File: src/rtl/ata_tf_pkg.sv
package ata_tf_pkg;
  localparam int ADDR_W = 3;
  localparam int NOFF   = 1 << ADDR_W;
  localparam int REG_W  = 8;
  localparam int DATA_W = 16;
  localparam int NTF    = 6;  // byte registers at offsets 1..6

  localparam logic [ADDR_W-1:0] OFF_DATA = 3'd0;
  localparam logic [ADDR_W-1:0] OFF_ERR  = 3'd1;
  localparam logic [ADDR_W-1:0] OFF_DH   = 3'd6;
  localparam logic [ADDR_W-1:0] OFF_STAT = 3'd7;
  localparam logic [ADDR_W-1:0] OFF_ALT  = 3'd6;

  localparam int BUSY_BIT  = 7;
  localparam int XREQ_BIT  = 3;
  localparam int MASK_BIT  = 1;
  localparam int SRST_BIT  = 2;
  localparam int DSEL_BIT  = 4;

  localparam logic [REG_W-1:0] STAT_RST = 8'h80;
  localparam logic [REG_W-1:0] ERR_RST  = 8'h01;

  function automatic logic [REG_W-1:0] tf_rst_val(input int idx);
    return (idx == 2 || idx == 3) ? 8'h01 : 8'h00;
  endfunction
endpackage

File: src/rtl/ata_tf_decode.sv
module ata_tf_decode
  import ata_tf_pkg::*;
#(
  parameter int AW = ADDR_W,
  parameter int NO = NOFF
) (
  input  logic          clk_i,
  input  logic          rst_ni,
  input  logic          cs_cmd_i,
  input  logic          cs_ctl_i,
  input  logic [AW-1:0] addr_i,
  input  logic          rd_i,
  input  logic          wr_i,
  output logic          cmd_sel_o,
  output logic          ctl_sel_o,
  output logic [NO-1:0] wr_hit_o,
  output logic          wr_devctl_o,
  output logic          rd_stat_o,
  output logic          rd_data_o,
  output logic          wide_sel_o
);
  logic rd_q, wr_q, rd_rise, wr_rise;

  always_ff @(posedge clk_i or negedge rst_ni) begin
    if (!rst_ni) begin
      rd_q <= 1'b0;
      wr_q <= 1'b0;
    end else begin
      rd_q <= rd_i;
      wr_q <= wr_i;
    end
  end

  assign rd_rise   = rd_i & ~rd_q;
  assign wr_rise   = wr_i & ~wr_q;
  assign cmd_sel_o = cs_cmd_i & ~cs_ctl_i;
  assign ctl_sel_o = cs_ctl_i & ~cs_cmd_i;

  for (genvar g = 0; g < NO; g++) begin : g_wr
    assign wr_hit_o[g] = wr_rise & cmd_sel_o & (addr_i == AW'(g));
  end

  assign wr_devctl_o = wr_rise & ctl_sel_o & (addr_i == OFF_ALT);
  assign rd_stat_o   = rd_rise & cmd_sel_o & (addr_i == OFF_STAT);
  assign rd_data_o   = rd_rise & cmd_sel_o & (addr_i == OFF_DATA);
  assign wide_sel_o  = cmd_sel_o & (addr_i == OFF_DATA);
endmodule

File: src/rtl/ata_tf_store.sv
module ata_tf_store
  import ata_tf_pkg::*;
#(
  parameter int AW = ADDR_W,
  parameter int NO = NOFF,
  parameter int RW = REG_W,
  parameter int DW = DATA_W,
  parameter int NT = NTF
) (
  input  logic             clk_i,
  input  logic             rst_ni,
  input  logic [NO-1:0]    wr_hit_i,
  input  logic             wr_devctl_i,
  input  logic             rd_data_i,
  input  logic [DW-1:0]    wdata_i,
  input  logic             ctl_tf_we_i,
  input  logic [AW-1:0]    ctl_tf_sel_i,
  input  logic [RW-1:0]    ctl_tf_i,
  input  logic             ctl_stat_we_i,
  input  logic [RW-1:0]    ctl_stat_i,
  input  logic             ctl_data_we_i,
  input  logic [DW-1:0]    ctl_data_i,
  input  logic [AW-1:0]    ctl_rsel_i,
  output logic [RW-1:0]    ctl_rdata_o,
  output logic [RW-1:0]    err_o,
  output logic [NT*RW-1:0] hregs_o,
  output logic [RW-1:0]    stat_o,
  output logic [RW-1:0]    devctl_o,
  output logic [DW-1:0]    data_o,
  output logic [RW-1:0]    cmd_o,
  output logic             cmd_start_o,
  output logic             data_wr_o,
  output logic [DW-1:0]    data_wdata_o,
  output logic             data_rd_o
);
  logic [RW-1:0] hreg_q [1:NT];
  logic busy, xreq, set_busy;

  assign busy     = stat_o[BUSY_BIT];
  assign xreq     = stat_o[XREQ_BIT];
  assign set_busy = wr_hit_i[OFF_STAT] | (wr_devctl_i & wdata_i[SRST_BIT]);

  // offsets 1..6; controller owns error, so sel 1 never reaches features
  always_ff @(posedge clk_i or negedge rst_ni) begin
    if (!rst_ni) begin
      for (int i = 1; i <= NT; i++) hreg_q[i] <= tf_rst_val(i);
    end else begin
      for (int i = 1; i <= NT; i++) begin
        if (ctl_tf_we_i && i != 1 && ctl_tf_sel_i == AW'(i))
          hreg_q[i] <= ctl_tf_i;
        else if (wr_hit_i[i] && !busy)
          hreg_q[i] <= wdata_i[RW-1:0];
      end
    end
  end

  for (genvar g = 1; g <= NT; g++) begin : g_pack
    assign hregs_o[(g-1)*RW +: RW] = hreg_q[g];
  end

  always_ff @(posedge clk_i or negedge rst_ni) begin
    if (!rst_ni) begin
      err_o        <= ERR_RST;
      stat_o       <= STAT_RST;
      devctl_o     <= '0;
      data_o       <= '0;
      cmd_o        <= '0;
      cmd_start_o  <= 1'b0;
      data_wr_o    <= 1'b0;
      data_wdata_o <= '0;
      data_rd_o    <= 1'b0;
    end else begin
      if (ctl_tf_we_i && ctl_tf_sel_i == OFF_ERR) err_o <= ctl_tf_i;
      if (ctl_stat_we_i) stat_o <= ctl_stat_i;
      if (set_busy) stat_o[BUSY_BIT] <= 1'b1;
      if (wr_devctl_i) devctl_o <= wdata_i[RW-1:0];
      if (ctl_data_we_i) data_o <= ctl_data_i;
      if (wr_hit_i[OFF_STAT]) cmd_o <= wdata_i[RW-1:0];
      cmd_start_o <= wr_hit_i[OFF_STAT];
      data_wr_o   <= wr_hit_i[OFF_DATA] & xreq;
      data_rd_o   <= rd_data_i & xreq;
      if (wr_hit_i[OFF_DATA] && xreq) data_wdata_o <= wdata_i;
    end
  end

  always_comb begin
    if (ctl_rsel_i == OFF_DATA)      ctl_rdata_o = devctl_o;
    else if (ctl_rsel_i == OFF_STAT) ctl_rdata_o = cmd_o;
    else ctl_rdata_o = hregs_o[(int'(ctl_rsel_i)-1)*RW +: RW];
  end
endmodule

File: src/rtl/ata_tf_irq.sv
module ata_tf_irq (
  input  logic clk_i,
  input  logic rst_ni,
  input  logic set_i,
  input  logic ack_i,
  input  logic dev_match_i,
  input  logic mask_i,
  output logic irq_o
);
  logic pend_q;

  always_ff @(posedge clk_i or negedge rst_ni) begin
    if (!rst_ni)    pend_q <= 1'b0;
    else if (set_i) pend_q <= 1'b1;
    else if (ack_i) pend_q <= 1'b0;
  end

  assign irq_o = pend_q & dev_match_i & ~mask_i;
endmodule

File: src/rtl/ata_tf_regs.sv
module ata_tf_regs
  import ata_tf_pkg::*;
#(
  parameter int AW = ADDR_W,
  parameter int RW = REG_W,
  parameter int DW = DATA_W,
  parameter int NT = NTF
) (
  input  logic          clk_i,
  input  logic          rst_ni,
  input  logic          cs_cmd_i,
  input  logic          cs_ctl_i,
  input  logic [AW-1:0] addr_i,
  input  logic          rd_i,
  input  logic          wr_i,
  input  logic [DW-1:0] wdata_i,
  output logic [DW-1:0] rdata_o,
  output logic          wide_sel_o,
  output logic          irq_o,
  input  logic          strap_dev1_i,
  input  logic          ctl_tf_we_i,
  input  logic [AW-1:0] ctl_tf_sel_i,
  input  logic [RW-1:0] ctl_tf_i,
  input  logic          ctl_stat_we_i,
  input  logic [RW-1:0] ctl_stat_i,
  input  logic          ctl_data_we_i,
  input  logic [DW-1:0] ctl_data_i,
  input  logic          ctl_irq_i,
  input  logic [AW-1:0] ctl_rsel_i,
  output logic [RW-1:0] ctl_rdata_o,
  output logic          cmd_start_o,
  output logic [RW-1:0] cmd_o,
  output logic          data_wr_o,
  output logic [DW-1:0] data_wdata_o,
  output logic          data_rd_o
);
  localparam int NO = 1 << AW;

  logic          cmd_sel, ctl_sel, wr_devctl, rd_stat, rd_data;
  logic [NO-1:0] wr_hit;
  logic [RW-1:0] err_w, stat_w, devctl_w, dh_w;
  logic [NT*RW-1:0] tf_w;
  logic [DW-1:0] data_w, rd_word;
  logic          busy, xreq;

  ata_tf_decode #(.AW(AW), .NO(NO)) u_dec (
    .clk_i, .rst_ni, .cs_cmd_i, .cs_ctl_i, .addr_i, .rd_i, .wr_i,
    .cmd_sel_o(cmd_sel), .ctl_sel_o(ctl_sel), .wr_hit_o(wr_hit),
    .wr_devctl_o(wr_devctl), .rd_stat_o(rd_stat), .rd_data_o(rd_data),
    .wide_sel_o
  );

  ata_tf_store #(.AW(AW), .NO(NO), .RW(RW), .DW(DW), .NT(NT)) u_store (
    .clk_i, .rst_ni, .wr_hit_i(wr_hit), .wr_devctl_i(wr_devctl),
    .rd_data_i(rd_data), .wdata_i,
    .ctl_tf_we_i, .ctl_tf_sel_i, .ctl_tf_i, .ctl_stat_we_i, .ctl_stat_i,
    .ctl_data_we_i, .ctl_data_i, .ctl_rsel_i, .ctl_rdata_o,
    .err_o(err_w), .hregs_o(tf_w), .stat_o(stat_w), .devctl_o(devctl_w),
    .data_o(data_w), .cmd_o, .cmd_start_o, .data_wr_o, .data_wdata_o,
    .data_rd_o
  );

  assign dh_w = tf_w[(int'(OFF_DH)-1)*RW +: RW];

  ata_tf_irq u_irq (
    .clk_i, .rst_ni, .set_i(ctl_irq_i), .ack_i(rd_stat),
    .dev_match_i(dh_w[DSEL_BIT] == strap_dev1_i),
    .mask_i(devctl_w[MASK_BIT]), .irq_o
  );

  assign busy = stat_w[BUSY_BIT];
  assign xreq = stat_w[XREQ_BIT];

  // busy shadows offsets 1..6 with status
  always_comb begin
    rd_word = '0;
    if (cmd_sel) begin
      if (addr_i == OFF_DATA)                rd_word = xreq ? data_w : '0;
      else if (addr_i == OFF_STAT || busy)   rd_word = DW'(stat_w);
      else if (addr_i == OFF_ERR)            rd_word = DW'(err_w);
      else rd_word = DW'(tf_w[(int'(addr_i)-1)*RW +: RW]);
    end else if (ctl_sel && addr_i == OFF_ALT) begin
      rd_word = DW'(stat_w);
    end
  end

  assign rdata_o = rd_i ? rd_word : '0;
endmodule

File: config.mk
export PLATFORM = sky130hd
export DESIGN_NAME = ata_tf_regs
export DESIGN_NICKNAME = d
export VERILOG_FILES = /design/src/rtl/ata_tf_pkg.sv /design/src/rtl/ata_tf_decode.sv /design/src/rtl/ata_tf_store.sv /design/src/rtl/ata_tf_irq.sv /design/src/rtl/ata_tf_regs.sv
export SDC_FILE = /design/constraint.sdc
export NUM_CORES = 1
export LEC_CHECK = 0
export BUFFER_PORTS_ARGS = -buffer_cell sky130_fd_sc_hd__clkbuf_2
export CAP_MARGIN = 10
export CELL_PAD_IN_SITES_DETAIL_PLACEMENT = 1
export CELL_PAD_IN_SITES_GLOBAL_PLACEMENT = 1
export CORE_MARGIN = 8
export CORE_UTILIZATION = 40
export DETAILED_ROUTE_END_ITERATION = 6
export PLACE_DENSITY = 0.84
export SYNTH_ARGS = -nofsm -noshare
export SYNTH_HDL_FRONTEND = slang
export SYNTH_SLANG_ARGS = --single-unit
File: constraint.sdc
create_clock -name clk_i -period 3.9 [get_ports clk_i]
set_clock_uncertainty 0.1 [all_clocks]
set_input_delay 0.195 -clock clk_i [delete_from_list [all_inputs] [get_ports clk_i]]
set_output_delay 0.195 -clock clk_i [all_outputs]
set_load 0.01 [all_outputs]
==> summary.md, run 1 <==
| Metric | Value |
|---|---|
| Setup TNS | `0 ps` |
| RSZ-0062 raised after global routing | `false` |
| Period utilization | `86.6%` |
| FFs w/ async S/R, synth | `100%` |
| Vias in the first global route | `6594` |
| TritonRoute pass-1 iters | `6` |
| Final setup violating endpoints | `0` |
| Remaining antenna violation count | `0` |
| CTS HTree Levels | `4` |
| Minimum clock period | `3380 ps` |
| Cts bufs inserted | `17` |
| Die height | `145 µm` |
| CTS max path bufs | `2` |
| Max_slew headroom | `40.2%` |
| Flops & latches, synth | `118` |
| Area occupied by multi-input gates | `3430 µm²` |
| Crit path max fanout | `26` |
| First-pass GRT wire length | `40.1 mm` |
| Crit. End Element | `primary output` |
| Mapped Cells | `604` |
| Total Wirelength | `25.8 mm` |
| Startpoint types | `input pin` |
| Post-Syn Nets | `680` |
| Avg Cell Area, Syn | `11.0 µm²` |
| DP Area | `7380 µm²` |
| Worst Hold Launch | `ctl_tf_i[1]` |
| Hold Crit Class | `input pin to flip-flop` |
| Hold Vio Cnt, Final | `0` |
| Worst Path Arrival | `3080 ps` |
| Number of synthesized flops with an enable pin | `0` |
| DRC viols | `0` |
| Status | `finished, final reports clean` |
| Die Wd | `145 µm` |
| Reg area | `2960 µm²` |
| Fin. max-slew vios | `0` |
| Share of layout cells above drive strength 1 | `35.2%` |
| Most frequent cells in the layout | `clkbuf_2 (119), dfrtp_1 (114), mux2_2 (78)` |
| RR Startpoint | `u_dec.wr_q` |
| Final Cell Area | `8380 µm²` |
| Root Driver | `clkbuf_16` |
| CTS tree | `built` |
| Total number of vias | `5949` |
| P per Cell Area | `488 nW/µm²` |
| PortBufs | `120` |
| Synth-to-Final Area Change | `26.0%` |
| Nets | `822` |
| VDD IR-drop max | `0.278 mV` |
| Mapped Area | `6650 µm²` |
| Vias per cell | `6.07` |
| Worst slew pin tran | `897 ps` |
| Num ports | `121` |
| FMAX | `0.296 GHz` |
| Reg clk slew, reported paths | `60 ps` |
| Total GRT Usage | `24.6%` |
| Antenna violations before repair | `1` |
| Max-cap violation count | `0` |
| GPL Wtd Cong | `0.913` |
| Core Util, Final | `51.1%` |
| Clk_lat worst skew | `430 ps` |
| Routed len/inst | `26.4 µm` |
| GRT overflow | `0` |
| PostCTS Resize Cnt | `0` |
| YS warnings | `0` |
| Setup crit start | `ctl_rsel_i[0]` |
| Initial DRC count | `550` |
| Largest net degree at the start of global routing | `69` |
| CP required | `3610 ps` |
| Post-synth cell types | `65` |
| Main synth FF type | `dfrtp_1` |
| Dpl hpwl | `16.0 mm` |
| Critical setup path kind | `input pin to primary output` |
| Num Clock Sinks | `118` |
| Fillcell total | `1764` |
| Cell Rows | `47` |
| Core area | `16400 µm²` |
| Sequential area share after synthesis | `44.5%` |
| Commonest non-fill, non-tap cell in the layout | `clkbuf_2` |
| Leak | `4.01 nW` |
| Die area | `21000 µm²` |
| Starting Density | `40.5%` |
-- where the power goes --
| group | internal (W) | switching, W | leakage, nW |
|---|---|---|---|
| Sequential | 0.00141 | 0.000189 | 1.46 |
| Clock | 0.00113 | 0.000588 | 0.313 |
| Combinational | 0.000328 | 0.000440 | 2.24 |
-- area by class of cell --
cell class                 count  area share, %
antenna                        1         0.0299
clock buffer                  23           5.82
clock inverter                 9           1.76
inverter                      11          0.493
multi-input combinational    432           40.9
sequential                   118           35.3
tap                          220           3.28
timing repair buffer         166           12.4
-- sequential cells by signal (all words and copies together), names as in the netlist, 8 cells and up --
signal / flops
u_store.cmd_o: 8
u_store.data_o: 16
u_store.hregs_o: 48
u_store.stat_o: 8
u_store.data_wdata_o: 16
u_store.devctl_o: 8
u_store.err_o: 8
-- worst max-delay path: stages --
cell and delay [ps]:
clkbuf_2 560, inv_1 200, ha_1 380, xnor2_2 710
a221oi_1 260, a311oi_1 420, o22a_1 210, clkbuf_2 140
-- worst paths after layout --
kind	endpoint	cells past startpoint	slack [ps]
min in group asynchronous	u_store.data_o[9]	2	340
hold / removal	u_store.err_o[1]	2	50
setup / recovery	ctl_rdata_o[4]	8	520
max in group asynchronous	u_store.hregs_o[8]	3	2390
hold reg to reg	u_store.data_rd_o	1	330
setup reg to reg	u_store.hregs_o[2]	4	1800
-- stage by stage --
stage,cells,total power [W],hold slack (ps),setup WS (ps)
finish,980,0.00409,48.8,522
global route,980,0.00420,42.9,493
CTS,979,0.00403,4.99,783
detailed placement,911,0.00228,247,849
global placement,911,0.00222,234,1180
floorplan,604,0.00198,-201,1450
-- cell families after synthesis --
kind of cell | synth area share (%)
AO/OA/AOI/OAI | 14.2
adder cells (fa/ha/maj) | 1.50
multiplexers | 23.0
flip-flops | 44.5
XOR/XNOR | 1.05
AND/OR/NAND/NOR | 11.6
buffers and inverters | 4.16
-- metal layers --
metal	track usage, %	wire (µm)	up-vias
met4	15.6	1390	0
met2	43.1	13500	282
met5	0	0	-
li1	-	-	2502
met3	6.16	1230	104
met1	26.0	9680	3061
-- Yosys cell counts (all sizes together) (4+ instances only) --
| master | instances | area [µm²] |
|---|---|---|
| nor2 | 42 | 189 |
| a22oi | 5 | 37.5 |
| and2 | 10 | 65.1 |
| inv | 11 | 41.3 |
| dfstp | 4 | 105 |
| nor2b | 5 | 31.3 |
| a221oi | 7 | 61.3 |
| ha | 8 | 100 |
| o21ai | 33 | 165 |
| a21oi | 30 | 158 |
| a31oi | 14 | 87.6 |
| o22a | 7 | 61.3 |
| mux2 | 78 | 878 |
| nand2b | 4 | 32.5 |
| clkbuf | 12 | 46.3 |
| nand4b | 5 | 73.8 |
| mux2i | 63 | 631 |
| buf | 31 | 189 |
| o221ai | 6 | 52.6 |
| dfrtp | 114 | 2850 |
| nand2 | 53 | 206 |
| a311oi | 8 | 70.1 |
| o211ai | 9 | 67.6 |
| a211oi | 7 | 52.6 |
-- repair_timing --
action,in CTS,in global routing
hold buffers,36,0
endpoints found under the hold margin,98,0
setup buffers,0,0
Power figures use the tool's default switching activity.
==> run 2: changes to the inputs <==
BUFFER_PORTS_ARGS = unset   (was -buffer_cell sky130_fd_sc_hd__clkbuf_2)
DONT_BUFFER_PORTS = 1   (was unset)
PLACE_DENSITY = 0.76   (was 0.84)
SETUP_SLACK_MARGIN = 0.5   (was unset)
==> summary.md, run 2 (synthesis gave the netlist of run 1 again) <==
| Metric | Value |
|---|---|
| Remaining antenna violation count | `0 (unchanged)` |
| Worst slew pin tran | `867 ps (-29.8 ps)` |
| Largest net degree at the start of global routing | `119 (+72%)` |
| GPL Wtd Cong | `0.879 (-3.8%)` |
| Num ports | `121 (unchanged)` |
| Starting Density | `40.5% (unchanged)` |
| Dpl hpwl | `14.6 mm (-8.6%)` |
| Max_slew headroom | `42.1% (+1.9 points)` |
| Cell family with most CP delay | `simple AND/OR/NAND/NOR gates` |
| Vias per cell | `6.09 (+0.36%)` |
| CTS max path bufs | `2 (unchanged)` |
| Clk_lat worst skew | `430 ps (about the same)` |
| CP Buf/Inv Count | `0 (-3)` |
| Crit. End Element | `primary output` |
| Antenna violations before repair | `4 (+3)` |
| CTS tree | `built` |
| CTS HTree Levels | `4 (unchanged)` |
| Die Wd | `145 µm (unchanged)` |
| Most frequent cells in the layout | `dfrtp_1 (114), mux2_2 (78), dlygate4sd3_1 (77)` |
| Total GRT Usage | `22.6% (-2.0 points)` |
| DRC viols | `0 (unchanged)` |
| CP Cell Sequence | `nor3b_2 > a22oi_1 > nor2_1 > a31oi_1 > a31oi_1` |
| Num Clock Sinks | `118 (unchanged)` |
| RSZ-0062 raised after global routing | `false` |
| Final Cell Area | `8170 µm² (-2.5%)` |
| Nets | `740 (-10%)` |
| Largest stage delay, worst path | `600 ps (-110 ps)` |
| Status | `finished, final reports clean` |
| Die area | `21000 µm² (unchanged)` |
| Reg clk slew, reported paths | `60 ps (about the same)` |
| Hold Vio Cnt, Final | `0 (unchanged)` |
| Fillcell total | `1743 (-1.2%)` |
| First-pass GRT wire length | `37.1 mm (-7.6%)` |
| Critical path's slowest cell | `nor3b_2` |
| Routed len/inst | `26.0 µm (-1.4%)` |
| Minimum clock period | `2640 ps (-735 ps)` |
| P per Cell Area | `479 nW/µm² (-1.9%)` |
| Share of layout cells above drive strength 1 | `21.6% (-14 points)` |
| Worst Path Arrival | `2350 ps (-730 ps)` |
| Total number of vias | `5495 (-7.6%)` |
| Die height | `145 µm (unchanged)` |
| Vias in the first global route | `6230 (-5.5%)` |
| Critical setup path kind | `flip-flop to primary output` |
| CP required | `3610 ps (about the same)` |
| Cts bufs inserted | `17 (unchanged)` |
| FMAX | `0.378 GHz (+28%)` |
| Startpoint types | `flip-flop` |
| Initial DRC count | `421 (-23%)` |
| Total Wirelength | `23.4 mm (-9.3%)` |
| Period utilization | `67.8% (-19 points)` |
| Area occupied by multi-input gates | `3430 µm² (unchanged)` |
| Hold Crit Class | `input pin to flip-flop` |
| CP dominant cell by count | `a31oi_1` |
| PortBufs | `0 (-100%)` |
| Reg area | `2960 µm² (unchanged)` |
| Fin. max-slew vios | `0 (unchanged)` |
| Setup TNS | `0 ps (unchanged)` |
| Post-CTS setup buffers | `0 (unchanged)` |
| Synth-to-Final Area Change | `22.8%` |
| DP Area | `6750 µm² (-8.6%)` |
| Commonest non-fill, non-tap cell in the layout | `dfrtp_1` |
| VDD IR-drop max | `0.318 mV (+14%)` |
| Placement Setup Slack | `1660 ps (+815 ps)` |
| Leak | `3.64 nW (-9.3%)` |
| Core Util, Final | `49.8% (-1.3 points)` |
| TritonRoute pass-1 iters | `4 (-2)` |
| Crit path max fanout | `8 (-69%)` |
| Max reg flops | `48 (unchanged)` |
| Max-cap violation count | `0 (unchanged)` |
| Cell Rows | `47 (unchanged)` |
| GRT overflow | `0 (unchanged)` |
| Final setup violating endpoints | `0 (unchanged)` |
| Core area | `16400 µm² (unchanged)` |
| Root Driver | `clkbuf_16` |
| Final WS setup | `1260 ps (+735 ps)` |
| Overall power | `0.00391 W (-4.4%)` |
-- run 2: changes by cell type in the layout (fill, tap and decap cells not counted), moves of 2 or more --
cell           delta
clkbuf_8          -2
clkbuf_2        -119
clkinvlp_4        +2
clkinv_4          +2
clkbuf_1          -2
dlygate4sd3_1    +41
buf_4             -5
diode_2           +4
-- run 2: per-stage QoR --
stage               hold WS [ps]  cells
floorplan                   -201    604
global placement            -197    787
detailed placement          -197    787
CTS                         29.2    897
global route                42.4    902
finish                      42.7    902
-- run 2: final timing paths --
kind / startpoint / endpoint / slack (ps) / cells after the start
worst max-delay path: u_store.stat_o[7] / rdata_o[0] / 1260 / 5
worst min-delay path: ctl_tf_sel_i[2] / u_store.err_o[4] / 40 / 2
worst max register to register: u_dec.wr_q / u_store.stat_o[7] / 1670 / 4
worst min register to register: u_dec.rd_q / u_store.data_rd_o / 360 / 1
max in group asynchronous: rst_ni / u_dec.rd_q / 2980 / 2
min in group asynchronous: rst_ni / u_store.hregs_o[12] / 290 / 2
-- run 2: power breakdown --
part	leakage, nW	internal, W	switching [W]
Sequential	1.46	0.00141	0.000186
Combinational	1.88	0.000319	0.000360
Clock	0.295	0.00103	0.000600
-- run 2: worst register-to-register path, stage by stage (launching register included) --
cell and delay, ps:
dfrtp_1 390, nand2b_1 340, nor3_4 610, a211o_1 170
dlygate4sd3_1 570
-- run 2: repair_timing --
| action | 4_1_cts | 5_1_grt |
|---|---|---|
| gates resized for setup | 0 | 0 |
| endpoints found under the hold margin | 234 | 0 |
| hold buffers | 78 | 0 |
-- run 2: final cells by class --
type / count / share of cell area (%)
Tap cell: 220 / 3.37
Clock inverter: 13 / 1.90
Multi-Input combinational cell: 432 / 42.0
Clock buffer: 19 / 5.55
Sequential cell: 118 / 36.2
Inverter: 11 / 0.506
Timing Repair Buffer: 84 / 10.3
Antenna cell: 5 / 0.153
-- run 2: metal layers --
| metal | global-route usage, % | wire length (µm) |
|---|---|---|
| met1 | 23.6 | 8510 |
| met3 | 5.91 | 1180 |
| met5 | 0 | 0 |
| met2 | 39.6 | 12400 |
| met4 | 14.8 | 1380 |
==> run 3: changes to the inputs <==
clock period = 2.75 ns   (was 3.9 ns; I/O delays follow)
==> summary.md, run 3 (synthesis gave the netlist of run 1 again) <==
| Metric | Value |
|---|---|
| Total GRT Usage | `24.0% (+1.4 points)` |
| DP Area | `6750 µm² (unchanged)` |
| Largest stage delay, worst path | `490 ps (-110 ps)` |
| GPL Wtd Cong | `0.880 (+0.20%)` |
| Commonest non-fill, non-tap cell in the layout | `dfrtp_1` |
| Final setup violating endpoints | `0 (unchanged)` |
| Routed len/inst | `31.6 µm (+21%)` |
| Vias in the first global route | `6335 (+1.7%)` |
| Period utilization | `90.3%` |
| Critical path's slowest cell | `dfstp_4` |
| Most frequent cells in the layout | `dfrtp_1 (113), dlygate4sd3_1 (84), mux2_2 (78)` |
| Clock share of power | `42.9% (+1.1 points)` |
| Hold Crit Class | `input pin to async pin` |
| Switching power | `0.00184 W (+61%)` |
| Max reg flops | `48 (unchanged)` |
| CTS HTree Levels | `4 (unchanged)` |
| Remaining antenna violation count | `0 (unchanged)` |
| Die Wd | `145 µm (unchanged)` |
| PortBufs | `0 (unchanged)` |
| Cts bufs inserted | `17 (unchanged)` |
| Root Driver | `clkbuf_16` |
| Dpl hpwl | `14.9 mm (+1.9%)` |
| Synth-to-Final Area Change | `29.1%` |
| Worst slew pin tran | `931 ps (+63.2 ps)` |
| Seq pwr share | `38.1% (-2.8 points)` |
| Vias per cell | `6.51 (+6.9%)` |
| Switching part of the total | `30.6% (+1.3 points)` |
| CP Buf/Inv Count | `1 (+1)` |
| Setup TNS | `0 ps (unchanged)` |
| Max-cap violation count | `0 (unchanged)` |
| Overall power | `0.00602 W (+54%)` |
| Final Cell Area | `8590 µm² (+5.2%)` |
| Startpoint types | `flip-flop` |
| Fillcell total | `1686 (-3.3%)` |
| Critical setup path kind | `flip-flop to primary output` |
| Share of layout cells above drive strength 1 | `26.7% (+5.1 points)` |
| Antenna violations before repair | `3 (-1)` |
| CTS max path bufs | `2 (unchanged)` |
| Nets | `756 (+2.2%)` |
| Total Wirelength | `28.9 mm (+23%)` |
| First-pass GRT wire length | `39.3 mm (+6.0%)` |
| Max_slew headroom | `37.8% (-4.2 points)` |
| Minimum clock period | `2480 ps` |
| Status | `finished with violations` |
| Cell internal pwr | `0.00418 W (+51%)` |
| P per Cell Area | `701 nW/µm² (+46%)` |
| Crit path max fanout | `5 (-3)` |
| Initial DRC count | `562 (+33%)` |
| Num Clock Sinks | `118 (unchanged)` |
| Cell Rows | `47 (unchanged)` |
| Part of the power in combinational logic | `19.0% (+1.6 points)` |
| Clk_lat worst skew | `440 ps (about the same)` |
| Largest net degree at the start of global routing | `119 (unchanged)` |
| CP Cell Sequence | `buf_6 > a21oi_4 > nor2_2 > a211oi_2 > o221ai_2 > a31oi_4` |
| GRT overflow | `0 (unchanged)` |
| Leak | `3.76 nW (+3.3%)` |
| Final WS setup | `268 ps (-988 ps)` |
| Worst hold margin | `-698 ps (-740 ps)` |
| Core area | `16400 µm² (unchanged)` |
| Num ports | `121 (unchanged)` |
| Violated checks | `hold timing` |
| Die height | `145 µm (unchanged)` |
| Reg clk slew, reported paths | `60 ps (about the same)` |
| RSZ-0062 raised after global routing | `true` |
| Fin. max-slew vios | `0 (unchanged)` |
| DRC viols | `0 (unchanged)` |
| Cell family with most CP delay | `compound AO/OA/AOI/OAI gates` |
| Starting Density | `40.5% (unchanged)` |
| Placement Setup Slack | `495 ps (-1170 ps)` |
| Crit. End Element | `primary output` |
| VDD IR-drop max | `0.394 mV (+24%)` |
| TritonRoute pass-1 iters | `5 (+1)` |
| Hold-fix buffers, CTS | `84 (+7.7%)` |
| CP required | `2510 ps (-1100 ps)` |
| Worst Path Arrival | `2240 ps (-110 ps)` |
| Die area | `21000 µm² (unchanged)` |
| Total number of vias | `5967 (+8.6%)` |
| CTS tree | `built` |
| Hold Vio Cnt, Final | `118 (+118)` |
| FMAX | `0.403 GHz` |
[run 3: cell types whose count changed in the layout (fill, tap and decap cells not counted), moves of 3 or more]
cell / delta
a211oi_1: -5
a211oi_2: +5
a31oi_1: -8
a31oi_2: +4
a31oi_4: +4
buf_4: +5
buf_6: +3
dlygate4sd3_1: +7
o221ai_1: -4
o221ai_2: +4
[run 3: final timing paths]
| kind | startpoint | to | slack [ps] | depth (start not counted) |
|---|---|---|---|---|
| worst min-delay path | rst_ni | u_store.cmd_o[0] | -700 | 0 |
| worst min register to register | u_dec.rd_q | u_store.data_rd_o | 350 | 1 |
| max in group asynchronous | rst_ni | u_store.stat_o[7] | 3010 | 0 |
| worst max register to register | u_store.stat_o[7] | u_store.hregs_o[17] | 460 | 6 |
| worst max-delay path | u_store.stat_o[7] | rdata_o[3] | 270 | 6 |
| min in group clk_i | cs_ctl_i | u_store.devctl_o[6] | 20 | 4 |
[run 3: final cells by class]
| type | instances | area (µm²) | share of cell area (%) |
|---|---|---|---|
| repair buffers | 99 | 977 | 11.4 |
| diodes | 3 | 7.51 | 0.0874 |
| clock inverters | 13 | 201 | 2.35 |
| clock buffers | 19 | 453 | 5.27 |
| flip-flops and latches | 118 | 2970 | 34.5 |
| multi-input cells | 433 | 3670 | 42.7 |
| well taps | 220 | 275 | 3.20 |
| inverters | 11 | 41.3 | 0.481 |
[run 3: power groups by stage]
stage | Combinational [W] | Sequential, W | Clock, W
after floorplan | 0.000631 | 0.00217 | 0
after global placement | 0.000706 | 0.00225 | 0
after detailed placement | 0.000747 | 0.00227 | 0
after CTS | 0.000941 | 0.00225 | 0.00250
after global routing | 0.00120 | 0.00231 | 0.00265
final | 0.00115 | 0.00229 | 0.00258
[run 3: routing by layer]
layer / part of all wire, % / track usage [%] / vias to the layer above
li1: - / - / 2371
met1: 36 / 25.8 / 3034
met2: 51 / 42.6 / 413
met3: 6.6 / 4.91 / 149
met4: 6.7 / 15.0 / 0
met5: 0 / 0 / -
[run 3: stage by stage]
stage          instances  util, %
5_1_grt              916     52.4
2_1_floorplan        604        -
4_1_cts              903     50.5
3_3_place_gp         787     41.1
3_5_place_dp         787     41.1
6_report             916     52.4
[run 3: repair_timing]
item,CTS,global route
endpoints found under the setup margin,14,16
gates resized for setup,9,37
pin swaps,2,16
buffers inserted,0,9
hold endpoints to repair,234,118
gates cloned,0,1
